[src/rtl/hbg_pkg.sv]
package hbg_pkg;

  typedef enum logic [2:0] {
    MODE_UVLO    = 3'd0,
    MODE_RESET   = 3'd1,
    MODE_SLEEP   = 3'd2,
    MODE_WAKE    = 3'd3,
    MODE_OCLATCH = 3'd4,
    MODE_THERMAL = 3'd5,
    MODE_RUN     = 3'd6
  } hbg_mode_e;

  typedef struct packed {
    logic bridge;
    logic pump;
    logic clk;
    logic ready;
    logic fault_n;
  } hbg_out_t;

  localparam hbg_out_t OUT_RESET_VAL = '{bridge: 1'b0, pump: 1'b0, clk: 1'b0,
                                         ready: 1'b0, fault_n: 1'b1};

  function automatic hbg_out_t mode_outputs(hbg_mode_e m);
    hbg_out_t o;
    o = OUT_RESET_VAL;
    case (m)
      MODE_UVLO:    o = '{1'b0, 1'b0, 1'b0, 1'b0, 1'b1};
      MODE_RESET:   o = '{1'b0, 1'b1, 1'b1, 1'b0, 1'b1};
      MODE_SLEEP:   o = '{1'b0, 1'b0, 1'b0, 1'b0, 1'b1};
      MODE_WAKE:    o = '{1'b0, 1'b1, 1'b1, 1'b0, 1'b1};
      MODE_OCLATCH: o = '{1'b0, 1'b1, 1'b1, 1'b1, 1'b0};
      MODE_THERMAL: o = '{1'b0, 1'b1, 1'b1, 1'b1, 1'b0};
      MODE_RUN:     o = '{1'b1, 1'b1, 1'b1, 1'b1, 1'b1};
      default:      o = OUT_RESET_VAL;
    endcase
    return o;
  endfunction

endpackage

[src/rtl/hbg_sync.sv]
module hbg_sync #(
  parameter int unsigned       W       = 1,
  parameter logic [W-1:0]      RST_VAL = '0
) (
  input  logic         clk,
  input  logic         rst_n,
  input  logic [W-1:0] d,
  output logic [W-1:0] q
);

  for (genvar i = 0; i < W; i++) begin : g_bit
    logic stage1;
    logic stage2;

    always_ff @(posedge clk or negedge rst_n) begin
      if (!rst_n) begin
        stage1 <= RST_VAL[i];
        stage2 <= RST_VAL[i];
      end else begin
        stage1 <= d[i];
        stage2 <= stage1;
      end
    end

    assign q[i] = stage2;
  end

endmodule

[src/rtl/hbg_ocp_qual.sv]
module hbg_ocp_qual #(
  parameter int unsigned NUM_FET  = 4,
  parameter int unsigned QUAL_CYC = 100
) (
  input  logic               clk,
  input  logic               rst_n,
  input  logic               clr,
  input  logic               hold,
  input  logic [NUM_FET-1:0] ilim,
  output logic               latched
);

  localparam int unsigned CW = $clog2(QUAL_CYC + 1);
  localparam logic [CW-1:0] QUAL_MAX = CW'(QUAL_CYC);

  logic          any_lim;
  logic [CW-1:0] cnt_q, cnt_d;
  logic          lat_q, lat_d;
  logic          cnt_en;

  assign any_lim = |ilim;
  assign cnt_en  = !clr && !hold && !lat_q;

  always_comb begin
    cnt_d = cnt_q;
    lat_d = lat_q;
    if (clr) begin
      cnt_d = '0;
      lat_d = 1'b0;
    end else if (!cnt_en || !any_lim) begin
      cnt_d = '0;
    end else if (cnt_q == QUAL_MAX) begin
      lat_d = 1'b1;
      cnt_d = '0;
    end else begin
      cnt_d = cnt_q + CW'(1);
    end
  end

  always_ff @(posedge clk or negedge rst_n) begin
    if (!rst_n) begin
      cnt_q <= '0;
      lat_q <= 1'b0;
    end else begin
      cnt_q <= cnt_d;
      lat_q <= lat_d;
    end
  end

  assign latched = lat_q;

  AST_LATCH_STICKY: assert property (@(posedge clk) disable iff (!rst_n)
    (lat_q && !clr) |=> lat_q);

  AST_NO_EARLY_LATCH: assert property (@(posedge clk) disable iff (!rst_n)
    $rose(lat_q) |-> ($past(cnt_q) == QUAL_MAX));

endmodule

[src/rtl/hbg_wake_timer.sv]
module hbg_wake_timer #(
  parameter int unsigned WAKE_CYC = 50000
) (
  input  logic clk,
  input  logic rst_n,
  input  logic clr,
  input  logic load,
  output logic busy
);

  localparam int unsigned CW = $clog2(WAKE_CYC + 1);
  localparam logic [CW-1:0] WAKE_MAX = CW'(WAKE_CYC);

  logic [CW-1:0] cnt_q, cnt_d;

  always_comb begin
    cnt_d = cnt_q;
    if (clr)
      cnt_d = '0;
    else if (load)
      cnt_d = WAKE_MAX;
    else if (cnt_q != '0)
      cnt_d = cnt_q - CW'(1);
  end

  always_ff @(posedge clk or negedge rst_n) begin
    if (!rst_n) cnt_q <= '0;
    else        cnt_q <= cnt_d;
  end

  assign busy = (cnt_q != '0);

  AST_WAKE_STEP: assert property (@(posedge clk) disable iff (!rst_n)
    (busy && !clr && !load) |=> (cnt_q == $past(cnt_q) - CW'(1)));

  AST_WAKE_NO_WRAP: assert property (@(posedge clk) disable iff (!rst_n)
    (!busy && !load) |=> !busy);

endmodule

[src/rtl/hbridge_guard.sv]
module hbridge_guard
  import hbg_pkg::*;
#(
  parameter int unsigned NUM_FET      = 4,
  parameter int unsigned CMD_W        = 2,
  parameter int unsigned OCP_QUAL_CYC = 100,
  parameter int unsigned WAKE_CYC     = 50000
) (
  input  logic               clk,
  input  logic               rst_n,
  input  logic               pin_rst_n,
  input  logic               sleep_n,
  input  logic [NUM_FET-1:0] ilim,
  input  logic               otemp,
  input  logic               uvolt,
  input  logic [CMD_W-1:0]   cmd_in,
  output logic               bridge_en,
  output logic               pump_en,
  output logic               clk_en,
  output logic               ready,
  output logic               fault_n,
  output logic [CMD_W-1:0]   cmd_out
);

  logic               s_rst_n, s_sleep_n, s_uv, s_ot;
  logic [NUM_FET-1:0] s_ilim;
  logic [CMD_W-1:0]   s_cmd;

  hbg_sync #(.W(1), .RST_VAL(1'b0)) u_sync_rst (
    .clk(clk), .rst_n(rst_n), .d(pin_rst_n), .q(s_rst_n));
  hbg_sync #(.W(1), .RST_VAL(1'b1)) u_sync_slp (
    .clk(clk), .rst_n(rst_n), .d(sleep_n), .q(s_sleep_n));
  hbg_sync #(.W(1), .RST_VAL(1'b1)) u_sync_uv (
    .clk(clk), .rst_n(rst_n), .d(uvolt), .q(s_uv));
  hbg_sync #(.W(1), .RST_VAL(1'b0)) u_sync_ot (
    .clk(clk), .rst_n(rst_n), .d(otemp), .q(s_ot));
  hbg_sync #(.W(NUM_FET), .RST_VAL('0)) u_sync_ilim (
    .clk(clk), .rst_n(rst_n), .d(ilim), .q(s_ilim));
  hbg_sync #(.W(CMD_W), .RST_VAL('0)) u_sync_cmd (
    .clk(clk), .rst_n(rst_n), .d(cmd_in), .q(s_cmd));

  hbg_mode_e mode;
  logic      wake_busy;
  logic      ocp_latched;
  logic      state_clr;
  logic      qual_hold;

  assign state_clr = s_uv || !s_rst_n;
  assign qual_hold = (mode != MODE_RUN) && (mode != MODE_THERMAL);

  hbg_wake_timer #(.WAKE_CYC(WAKE_CYC)) u_wake (
    .clk  (clk),
    .rst_n(rst_n),
    .clr  (state_clr),
    .load (mode == MODE_SLEEP),
    .busy (wake_busy)
  );

  hbg_ocp_qual #(.NUM_FET(NUM_FET), .QUAL_CYC(OCP_QUAL_CYC)) u_ocp (
    .clk    (clk),
    .rst_n  (rst_n),
    .clr    (state_clr),
    .hold   (qual_hold),
    .ilim   (s_ilim),
    .latched(ocp_latched)
  );

  // priority chain: highest condition wins in the same cycle
  always_comb begin
    if (s_uv)             mode = MODE_UVLO;
    else if (!s_rst_n)    mode = MODE_RESET;
    else if (!s_sleep_n)  mode = MODE_SLEEP;
    else if (wake_busy)   mode = MODE_WAKE;
    else if (ocp_latched) mode = MODE_OCLATCH;
    else if (s_ot)        mode = MODE_THERMAL;
    else                  mode = MODE_RUN;
  end

  hbg_out_t           out_d, out_q;
  logic [CMD_W-1:0]   cmd_d, cmd_q;

  always_comb begin
    out_d = mode_outputs(mode);
    cmd_d = out_d.ready ? s_cmd : '0;
  end

  always_ff @(posedge clk or negedge rst_n) begin
    if (!rst_n) begin
      out_q <= OUT_RESET_VAL;
      cmd_q <= '0;
    end else begin
      out_q <= out_d;
      cmd_q <= cmd_d;
    end
  end

  assign bridge_en = out_q.bridge;
  assign pump_en   = out_q.pump;
  assign clk_en    = out_q.clk;
  assign ready     = out_q.ready;
  assign fault_n   = out_q.fault_n;
  assign cmd_out   = cmd_q;

  AST_BRIDGE_NEEDS_READY: assert property (@(posedge clk) disable iff (!rst_n)
    bridge_en |-> (ready && fault_n));

  AST_UV_DARK: assert property (@(posedge clk) disable iff (!rst_n)
    $past(s_uv) |-> (!pump_en && !bridge_en && !ready && fault_n));

  AST_SLEEP_POWERDOWN: assert property (@(posedge clk) disable iff (!rst_n)
    $past(!s_uv && s_rst_n && !s_sleep_n) |-> (!pump_en && !clk_en));

  AST_LATCH_FAULT: assert property (@(posedge clk) disable iff (!rst_n)
    $past(ocp_latched && !s_uv && s_rst_n && s_sleep_n && !wake_busy)
      |-> (!fault_n && !bridge_en));

  AST_CMD_BLOCKED: assert property (@(posedge clk) disable iff (!rst_n)
    !ready |-> (cmd_out == '0));

endmodule

[config.mk]
export PLATFORM = sky130hd
export DESIGN_NAME = hbridge_guard
export DESIGN_NICKNAME = d
export VERILOG_FILES = /design/src/rtl/hbg_pkg.sv /design/src/rtl/hbg_sync.sv /design/src/rtl/hbg_ocp_qual.sv /design/src/rtl/hbg_wake_timer.sv /design/src/rtl/hbridge_guard.sv
export SDC_FILE = /design/constraint.sdc
export NUM_CORES = 1
export LEC_CHECK = 0
export ABC_CLOCK_PERIOD_IN_PS = 2150
export BUFFER_PORTS_ARGS = -buffer_cell sky130_fd_sc_hd__clkbuf_2
export CAP_MARGIN = 20
export CORE_UTILIZATION = 25
export CTS_BUF_LIST = sky130_fd_sc_hd__clkbuf_4 sky130_fd_sc_hd__clkbuf_8 sky130_fd_sc_hd__clkbuf_16
export CTS_CLUSTER_SIZE = 12
export DETAILED_ROUTE_END_ITERATION = 8
export SYNTH_ARGS = -nofsm -noshare
export SYNTH_HDL_FRONTEND = slang
export SYNTH_SLANG_ARGS = --single-unit
[constraint.sdc]
create_clock -name clk -period 2.15 [get_ports clk]
set_clock_uncertainty 0.15 [all_clocks]
set_input_delay 0.215 -clock clk [delete_from_list [all_inputs] [get_ports clk]]
set_output_delay 0.215 -clock clk [all_outputs]
set_load 0.05 [all_outputs]
==> results of run 1 <==
## power by group through the flow
stage / registers, mW / logic, mW / clock network [mW]
after floorplan: 1.14 / 0.643 / 0
after global placement: 1.13 / 0.809 / 0
after detailed placement: 1.13 / 0.812 / 0
after CTS: 1.11 / 0.832 / 0.692
after global routing: 1.13 / 0.915 / 0.726
final: 1.11 / 0.825 / 0.669
## state kept, by name, indices dropped and copies added (netlist names)
signal / count
bridge_en: 1
clk_en: 1
cmd_out: 2
fault_n: 1
ready: 1
u_ocp.cnt_q: 7
u_ocp.latched: 1
u_sync_cmd.g_bit.stage1: 2
u_sync_cmd.g_bit.stage2: 2
u_sync_ilim.g_bit.stage1: 4
u_sync_ilim.g_bit.stage2: 4
u_sync_ot.g_bit.stage1: 1
u_sync_ot.q: 1
u_sync_rst.g_bit.stage1: 1
u_sync_rst.q: 1
u_sync_slp.g_bit.stage1: 1
u_sync_slp.q: 1
u_sync_uv.g_bit.stage1: 1
u_sync_uv.q: 1
u_wake.cnt_q: 16
## cells in the mapped netlist (3+ instances only)
cell and number:
sky130_fd_sc_hd__a21oi_1 13, sky130_fd_sc_hd__and2_1 3, sky130_fd_sc_hd__dfrtp_1 45, sky130_fd_sc_hd__dfstp_2 5
sky130_fd_sc_hd__ha_1 3, sky130_fd_sc_hd__inv_1 7, sky130_fd_sc_hd__nand2_1 10, sky130_fd_sc_hd__nand3_1 5
sky130_fd_sc_hd__nand4_1 5, sky130_fd_sc_hd__nor2_1 9, sky130_fd_sc_hd__nor3_1 10, sky130_fd_sc_hd__o21ai_0 6
sky130_fd_sc_hd__o31ai_1 5, sky130_fd_sc_hd__xnor2_1 3, sky130_fd_sc_hd__xor2_1 6
## what timing repair did
action / 4_1_cts / 5_1_grt
setup buffers: 0 / 0
hold buffers: 11 / 0
endpoints found under the hold margin: 32 / 0
## metrics by stage
step                cell area, sq um  utilization, %
global placement                2240            29.0
global route                    2470            31.9
detailed placement              2240            29.0
finish                          2470            31.9
CTS                             2470            31.9
floorplan                       2010               -
## cell type report
type	instances	area, sq um	area share [%]
flip-flops and latches	50	1260	51.0
multi-input cells	104	696	28.2
repair buffers	33	243	9.84
well taps	102	128	5.18
clock buffers	5	68.8	2.79
clock inverters	3	47.5	1.93
inverters	7	26.3	1.07
## worst max path at each step
stage / cells past startpoint / from / slack (ns) / to
finish: 5 / u_wake.cnt_q[0] / 0.18 / u_wake.cnt_q[15]
CTS: 4 / u_wake.cnt_q[12] / 0.16 / u_wake.cnt_q[15]
floorplan: 6 / u_wake.cnt_q[0] / 0.33 / u_wake.cnt_q[14]
detailed placement: 4 / u_wake.cnt_q[12] / 0.18 / u_wake.cnt_q[14]
global placement: 4 / u_wake.cnt_q[12] / 0.23 / u_wake.cnt_q[8]
global route: 4 / u_wake.cnt_q[12] / 0.0002 / u_wake.cnt_q[8]
## layer usage
layer | vias to the layer above | share of wire, % | routed length, microns | track usage [%]
li1 | 655 | - | - | -
met1 | 648 | 46 | 1550 | 11.4
met2 | 27 | 48 | 1610 | 14.0
met3 | 6 | 3.3 | 109 | 2.26
met4 | 0 | 2.3 | 76 | 4.37
met5 | - | 0 | 0 | 0
## kinds of logic after synthesis
logic type / after synthesis
xor+xnor: 9
simple gates: 61
compound gates: 30
mux: 1
fa+ha+maj: 3
buf+inv: 11
flops: 50
## worst reg2reg max path: cells and delay by family, from the launching register on
family                     cells  cell delay, ns
and+or+nand+nor                1            0.26
adders and majority gates      1            0.38
buffers and inverters          1            0.10
AOI/OAI and AO/OA              2            0.54
DFF                            1            0.41
==> run_summary.xml, run 1 <==
<?xml version="1.0" encoding="UTF-8"?>
<metrics>
  <group name="placed_design">
    <metric name="port-buffer-count" unit="">18</metric>
    <metric name="placed_cells_incl_taps" unit="">285</metric>
    <metric name="pre_cts_slack" unit="ns">0.180</metric>
    <metric name="dp_hpwl" unit="mm">2.31</metric>
    <metric name="routabilityCongestion" unit="">0.786</metric>
  </group>
  <group name="yosys">
    <metric name="netlist-cell-type-count" unit="">38</metric>
    <metric name="synth_fa_ha_area_share" unit="%">1.87</metric>
    <metric name="synth_simple_gate_area_share" unit="%">19.1</metric>
    <metric name="synth_largest_area_cell" unit="">sky130_fd_sc_hd__dfrtp_1</metric>
    <metric name="avg_cell_area_syn" unit="sq um">12.2</metric>
    <metric name="dominantRegCellSynth" unit="">sky130_fd_sc_hd__dfrtp_1</metric>
    <metric name="synth_area_leaders" unit="">sky130_fd_sc_hd__dfrtp_1, sky130_fd_sc_hd__dfstp_2, sky130_fd_sc_hd__a21oi_1, sky130_fd_sc_hd__xor2_1, sky130_fd_sc_hd__nor3_1</metric>
    <metric name="yosysWarnings" unit="">0</metric>
    <metric name="synth_enable_flop_cells" unit="">0</metric>
    <metric name="synth-compound-area-share" unit="%">9.29</metric>
    <metric name="netlist_instances" unit="">165</metric>
    <metric name="synth.ff_latch_count" unit="">50</metric>
    <metric name="synth_mux_area_share" unit="%">0.499</metric>
    <metric name="synth_top_family_by_area" unit="">simple AND/OR/NAND/NOR gates</metric>
    <metric name="synth-seq-area-share" unit="%">62.7</metric>
    <metric name="post_synthesis_instance_area" unit="sq um">2010</metric>
    <metric name="synth_xor_area_share" unit="%">3.93</metric>
    <metric name="postSynthNetCount" unit="">180</metric>
    <metric name="async_reset_ff_share" unit="%">100</metric>
    <metric name="post-synth-top-area-fraction" unit="%">56.1</metric>
  </group>
  <group name="power">
    <metric name="totalPowerFinal" unit="mW">2.61</metric>
    <metric name="p_int" unit="mW">1.72</metric>
    <metric name="seq_power_share" unit="%">42.7</metric>
    <metric name="combinationalPowerShare" unit="%">31.7</metric>
    <metric name="power.switching" unit="mW">0.887</metric>
    <metric name="peak_supply_drop" unit="uV">493</metric>
    <metric name="p_sw_share" unit="%">34.0</metric>
    <metric name="pwr_density_cell" unit="nW/um^2">1060</metric>
    <metric name="power.clock.fraction" unit="%">25.7</metric>
    <metric name="p_leak" unit="nW">1.12</metric>
  </group>
  <group name="die">
    <metric name="die-area" unit="sq um">8390</metric>
    <metric name="boundaryPins" unit="">19</metric>
    <metric name="start_util" unit="%">26.0</metric>
    <metric name="num_rows" unit="">32</metric>
    <metric name="die-width" unit="microns">91.6</metric>
    <metric name="die_height" unit="microns">91.6</metric>
    <metric name="coreArea" unit="sq um">7730</metric>
  </group>
  <group name="grt">
    <metric name="track_usage" unit="%">8.95</metric>
    <metric name="grt_max_degree" unit="">27</metric>
    <metric name="antenna_found_initial" unit="">0</metric>
    <metric name="first_global_vias" unit="">1291</metric>
    <metric name="wire_length_of_the_first_global_routing_pass" unit="mm">5.94</metric>
    <metric name="grt.overflow.total" unit="">0</metric>
  </group>
  <group name="timing">
    <metric name="setup_repair_after_global_routing_missed_its_margin" unit="">false</metric>
    <metric name="timing.final.max_slew_violations" unit="">0</metric>
    <metric name="tns" unit="ns">0</metric>
    <metric name="maxSlewHeadroom" unit="%">57.3</metric>
    <metric name="finalHoldViolations" unit="">0</metric>
    <metric name="setup_viol" unit="">0</metric>
    <metric name="postLayoutSetupSlackWorst" unit="ns">0.184</metric>
    <metric name="worst_pin_slew" unit="ns">0.641</metric>
    <metric name="finalHoldWorstSlack" unit="ns">0.203</metric>
    <metric name="final_period_minus_worst_setup_slack" unit="ns">1.97</metric>
    <metric name="fmax" unit="MHz">509</metric>
    <metric name="final_min_period_over_clock_period" unit="%">91.4</metric>
  </group>
  <group name="clocking">
    <metric name="clock_h_tree_levels" unit="">2</metric>
    <metric name="clock_tree.buffer_depth" unit="">2</metric>
    <metric name="cts_repair_resize_count" unit="">0</metric>
    <metric name="clock-sinks" unit="">50</metric>
    <metric name="clock_insertion_delay_worst_skew" unit="ns">0.31</metric>
    <metric name="cts-root-buf" unit="">sky130_fd_sc_hd__clkbuf_8</metric>
    <metric name="worst_setup_hold_path_clk_slew" unit="ns">0.09</metric>
    <metric name="tritoncts.num_buffers" unit="">5</metric>
    <metric name="clock_tree_from_tritoncts" unit="">yes</metric>
  </group>
  <group name="critical_path">
    <metric name="worst_setup_path_start_kind" unit="">register</metric>
    <metric name="critical_path_class" unit="">reg2reg</metric>
    <metric name="critical-path-max-stage-delay" unit="ns">0.46</metric>
    <metric name="reg2reg_depth" unit="">5</metric>
    <metric name="cp_slowest_cell" unit="">sky130_fd_sc_hd__o31ai_2</metric>
    <metric name="critPathTopFamily" unit="">compound AO/OA/AOI/OAI gates</metric>
    <metric name="worst-r2r-setup-slack" unit="ns">0.18</metric>
    <metric name="reg2reg_to" unit="">u_wake.cnt_q[15]</metric>
    <metric name="cp_cell_sequence" unit="">inv_1, ha_1, nand4_1, o31ai_2, a31oi_1</metric>
    <metric name="timing.critical_path.to_type" unit="">register</metric>
    <metric name="worstReg2RegStart" unit="">u_wake.cnt_q[0]</metric>
    <metric name="critPathBufInv" unit="">1</metric>
    <metric name="cp_data_arrival_time" unit="ns">1.99</metric>
    <metric name="crit_path_max_fanout" unit="">11</metric>
    <metric name="required" unit="ns">2.17</metric>
  </group>
  <group name="detailed_routing">
    <metric name="drt_iter0_markers" unit="">40</metric>
    <metric name="final_antenna_net_count" unit="">0</metric>
    <metric name="finalWirelength" unit="mm">3.35</metric>
    <metric name="viasPerCell" unit="">4.39</metric>
    <metric name="routed-via-count" unit="">1336</metric>
    <metric name="firstDrtPassIters" unit="">4</metric>
    <metric name="drcViolationCount" unit="">0</metric>
    <metric name="avg_wl_per_cell" unit="microns">11.0</metric>
  </group>
  <group name="finish">
    <metric name="fillCellCount" unit="">777</metric>
    <metric name="area_growth" unit="%">22.9</metric>
    <metric name="drive_gt1_share" unit="%">22.8</metric>
    <metric name="final_cell_count_no_fill" unit="">304</metric>
    <metric name="layout_commonest_cell" unit="">sky130_fd_sc_hd__dfrtp_1</metric>
    <metric name="antennaDiodeCount" unit="">0</metric>
    <metric name="most_frequent_cells_in_the_layout" unit="">sky130_fd_sc_hd__dfrtp_1, sky130_fd_sc_hd__clkbuf_2, sky130_fd_sc_hd__a21oi_1, sky130_fd_sc_hd__dlygate4sd3_1</metric>
    <metric name="net_count_of_the_finished_layout" unit="">216</metric>
  </group>
  <group name="status">
    <metric name="status" unit="">completed</metric>
  </group>
  <group name="hold_path">
    <metric name="hold_start" unit="">u_sync_rst.g_bit[0].stage1</metric>
    <metric name="hold_path_class" unit="">reg2reg</metric>
    <metric name="min_delay_path_depth" unit="">0</metric>
    <metric name="holdPathEnd" unit="">u_sync_rst.q</metric>
  </group>
  <group name="job">
    <metric name="max_cap_viol_count" unit="">0</metric>
  </group>
</metrics>
No activity file was read; power rests on OpenSTA's default activity.
==> inputs of run 2 (changes only) <==
--- a/config.mk
+++ b/config.mk
@@ -12,6 +12,7 @@
 export CTS_BUF_LIST = sky130_fd_sc_hd__clkbuf_4 sky130_fd_sc_hd__clkbuf_8 sky130_fd_sc_hd__clkbuf_16
 export CTS_CLUSTER_SIZE = 12
 export DETAILED_ROUTE_END_ITERATION = 8
+export PLACE_DENSITY_LB_ADDON = 0.25
 export SYNTH_ARGS = -nofsm -noshare
 export SYNTH_HDL_FRONTEND = slang
 export SYNTH_SLANG_ARGS = --single-unit
==> run_summary.xml, run 2 (synthesized netlist as in run 1, its figures left out) <==
<?xml version="1.0" encoding="UTF-8"?>
<metrics>
  <group name="finish">
    <metric name="area_growth" unit="%">22.4</metric>
    <metric name="max_flop_register" unit="">u_wake.cnt_q</metric>
    <metric name="most_frequent_cells_in_the_layout" unit="">sky130_fd_sc_hd__dfrtp_1, sky130_fd_sc_hd__clkbuf_2, sky130_fd_sc_hd__a21oi_1, sky130_fd_sc_hd__dlygate4sd3_1</metric>
    <metric name="drive_gt1_share" unit="%">23.9</metric>
    <metric name="biggestRegsByFlops" unit="">u_wake.cnt_q: 16 flops, u_ocp.cnt_q: 7 flops</metric>
    <metric name="final_cell_count_no_fill" unit="">307</metric>
    <metric name="antennaDiodeCount" unit="">0</metric>
    <metric name="net_count_of_the_finished_layout" unit="">219</metric>
    <metric name="layout_commonest_cell" unit="">sky130_fd_sc_hd__dfrtp_1</metric>
    <metric name="largest_register_ffs" unit="">16</metric>
  </group>
  <group name="timing">
    <metric name="maxSlewHeadroom" unit="%">58.2</metric>
    <metric name="final_period_minus_worst_setup_slack" unit="ns">1.88</metric>
    <metric name="finalHoldWorstSlack" unit="ns">0.199</metric>
    <metric name="setup_viol" unit="">0</metric>
    <metric name="worst_pin_slew" unit="ns">0.626</metric>
    <metric name="finalHoldViolations" unit="">0</metric>
    <metric name="fmax" unit="MHz">532</metric>
    <metric name="setup_repair_after_global_routing_missed_its_margin" unit="">false</metric>
    <metric name="timing.final.max_slew_violations" unit="">0</metric>
    <metric name="tns" unit="ns">0</metric>
    <metric name="final_min_period_over_clock_period" unit="%">87.5</metric>
  </group>
  <group name="clocking">
    <metric name="post_cts_buffers" unit="">0</metric>
    <metric name="clock_tree_from_tritoncts" unit="">yes</metric>
    <metric name="clock_h_tree_levels" unit="">2</metric>
    <metric name="cts-hold-fix-buffers" unit="">11</metric>
    <metric name="cts_repair_resize_count" unit="">0</metric>
    <metric name="clock-sinks" unit="">50</metric>
    <metric name="tritoncts.num_buffers" unit="">5</metric>
    <metric name="clock_tree.buffer_depth" unit="">2</metric>
    <metric name="cts-root-buf" unit="">sky130_fd_sc_hd__clkbuf_8</metric>
    <metric name="worst_setup_hold_path_clk_slew" unit="ns">0.10</metric>
    <metric name="clock_insertion_delay_worst_skew" unit="ns">0.31</metric>
  </group>
  <group name="critical_path">
    <metric name="cp_cell_sequence" unit="">nor3_2, nand4_1, or3_2, a21oi_1</metric>
    <metric name="required" unit="ns">2.23</metric>
    <metric name="critical_path_class" unit="">reg2reg</metric>
    <metric name="crit_path_max_fanout" unit="">6</metric>
    <metric name="cp_slowest_cell" unit="">sky130_fd_sc_hd__or3_2</metric>
    <metric name="worst_setup_path_start_kind" unit="">register</metric>
    <metric name="cp_data_arrival_time" unit="ns">1.96</metric>
    <metric name="critical-path-max-stage-delay" unit="ns">0.46</metric>
    <metric name="timing.critical_path.to_type" unit="">register</metric>
    <metric name="critPathTopFamily" unit="">simple AND/OR/NAND/NOR gates</metric>
    <metric name="critPathBufInv" unit="">0</metric>
    <metric name="worst-r2r-setup-slack" unit="ns">0.27</metric>
  </group>
  <group name="die">
    <metric name="die_height" unit="microns">91.6</metric>
    <metric name="die-width" unit="microns">91.6</metric>
    <metric name="start_util" unit="%">26.0</metric>
    <metric name="coreArea" unit="sq um">7730</metric>
    <metric name="die-area" unit="sq um">8390</metric>
    <metric name="boundaryPins" unit="">19</metric>
    <metric name="num_rows" unit="">32</metric>
  </group>
  <group name="detailed_routing">
    <metric name="drcViolationCount" unit="">0</metric>
    <metric name="routed-via-count" unit="">1360</metric>
    <metric name="avg_wl_per_cell" unit="microns">11.4</metric>
    <metric name="firstDrtPassIters" unit="">4</metric>
    <metric name="final_antenna_net_count" unit="">0</metric>
    <metric name="viasPerCell" unit="">4.43</metric>
    <metric name="finalWirelength" unit="mm">3.51</metric>
    <metric name="drt_iter0_markers" unit="">45</metric>
  </group>
  <group name="power">
    <metric name="totalPowerFinal" unit="mW">2.54</metric>
    <metric name="power.switching" unit="mW">0.907</metric>
    <metric name="p_int" unit="mW">1.63</metric>
    <metric name="power.clock.fraction" unit="%">22.5</metric>
    <metric name="combinationalPowerShare" unit="%">33.7</metric>
    <metric name="p_leak" unit="nW">1.12</metric>
    <metric name="seq_power_share" unit="%">43.8</metric>
    <metric name="pwr_density_cell" unit="nW/um^2">1030</metric>
    <metric name="peak_supply_drop" unit="uV">419</metric>
    <metric name="p_sw_share" unit="%">35.7</metric>
  </group>
  <group name="placed_design">
    <metric name="port-buffer-count" unit="">18</metric>
    <metric name="routabilityCongestion" unit="">0.801</metric>
    <metric name="placed_cells_incl_taps" unit="">288</metric>
    <metric name="dp_hpwl" unit="mm">2.42</metric>
  </group>
  <group name="grt">
    <metric name="antenna_found_initial" unit="">0</metric>
    <metric name="first_global_vias" unit="">1351</metric>
    <metric name="wire_length_of_the_first_global_routing_pass" unit="mm">6.25</metric>
    <metric name="grt_max_degree" unit="">51</metric>
    <metric name="grt.overflow.total" unit="">0</metric>
    <metric name="track_usage" unit="%">9.55</metric>
  </group>
  <group name="hold_path">
    <metric name="hold_path_class" unit="">reg2reg</metric>
  </group>
  <group name="job">
    <metric name="max_cap_viol_count" unit="">0</metric>
  </group>
  <group name="status">
    <metric name="status" unit="">completed</metric>
  </group>
</metrics>
-- run 2: changes by cell type in the layout (fill, tap and decap cells not counted) --
cell / previous run / this run
sky130_fd_sc_hd__bufinv_16: 1 / 0
sky130_fd_sc_hd__inv_8: 0 / 1
sky130_fd_sc_hd__buf_12: 1 / 0
sky130_fd_sc_hd__inv_6: 1 / 0
sky130_fd_sc_hd__buf_4: 3 / 7
sky130_fd_sc_hd__clkinv_4: 1 / 2
-- run 2: worst reg2reg max path, delay by kind of cell, from the launching register on --
| kind | cells | cell delay [ns] |
|---|---|---|
| compound gates | 1 | 0.15 |
| flops | 1 | 0.44 |
| simple gates | 3 | 1.07 |
-- run 2: layout make-up --
class / count / area, sq um
Fill cell: 796 / 5270
Sequential cell: 50 / 1260
Multi-Input combinational cell: 104 / 696
Timing Repair Buffer: 36 / 253
Tap cell: 102 / 128
Clock buffer: 5 / 68.8
Clock inverter: 3 / 28.8
Inverter: 7 / 26.3
-- run 2: worst paths after layout --
path	startpoint	endpoint	cells after the start
min in group asynchronous	rst_n	u_wake.cnt_q[12]	3
max reg2reg	u_wake.cnt_q[6]	u_wake.cnt_q[12]	4
min	u_sync_rst.g_bit[0].stage1	u_sync_rst.q	0
max in group asynchronous	rst_n	ready	3
max	u_wake.cnt_q[6]	u_wake.cnt_q[12]	4
min reg2reg	u_sync_rst.g_bit[0].stage1	u_sync_rst.q	0
-- run 2: per-layer routing --
metal  up-vias  GRT usage [%]  routed length [microns]
met1       672           12.7                     1720
li1        664              -                        -
met3         4           2.26                      109
met5         -              0                        0
met4         0           4.76                       58
met2        20           14.5                     1620
-- run 2: stage by stage --
| step | cell area, sq um | util (%) | setup WS [ns] |
|---|---|---|---|
| 6_report | 2460 | 31.8 | 0.269 |
| 5_1_grt | 2460 | 31.8 | 0.141 |
| 4_1_cts | 2460 | 31.8 | 0.252 |
| 3_5_place_dp | 2250 | 29.1 | 0.252 |
| 3_3_place_gp | 2250 | 29.1 | 0.271 |
| 2_1_floorplan | 2010 | - | 0.332 |
-- run 2: power groups by stage --
stage / sequential [mW] / clock, mW / combinational (mW)
6_report: 1.11 / 0.572 / 0.854
2_1_floorplan: 1.14 / 0 / 0.643
3_5_place_dp: 1.13 / 0 / 0.842
4_1_cts: 1.11 / 0.604 / 0.859
3_3_place_gp: 1.13 / 0 / 0.844
5_1_grt: 1.12 / 0.645 / 0.952
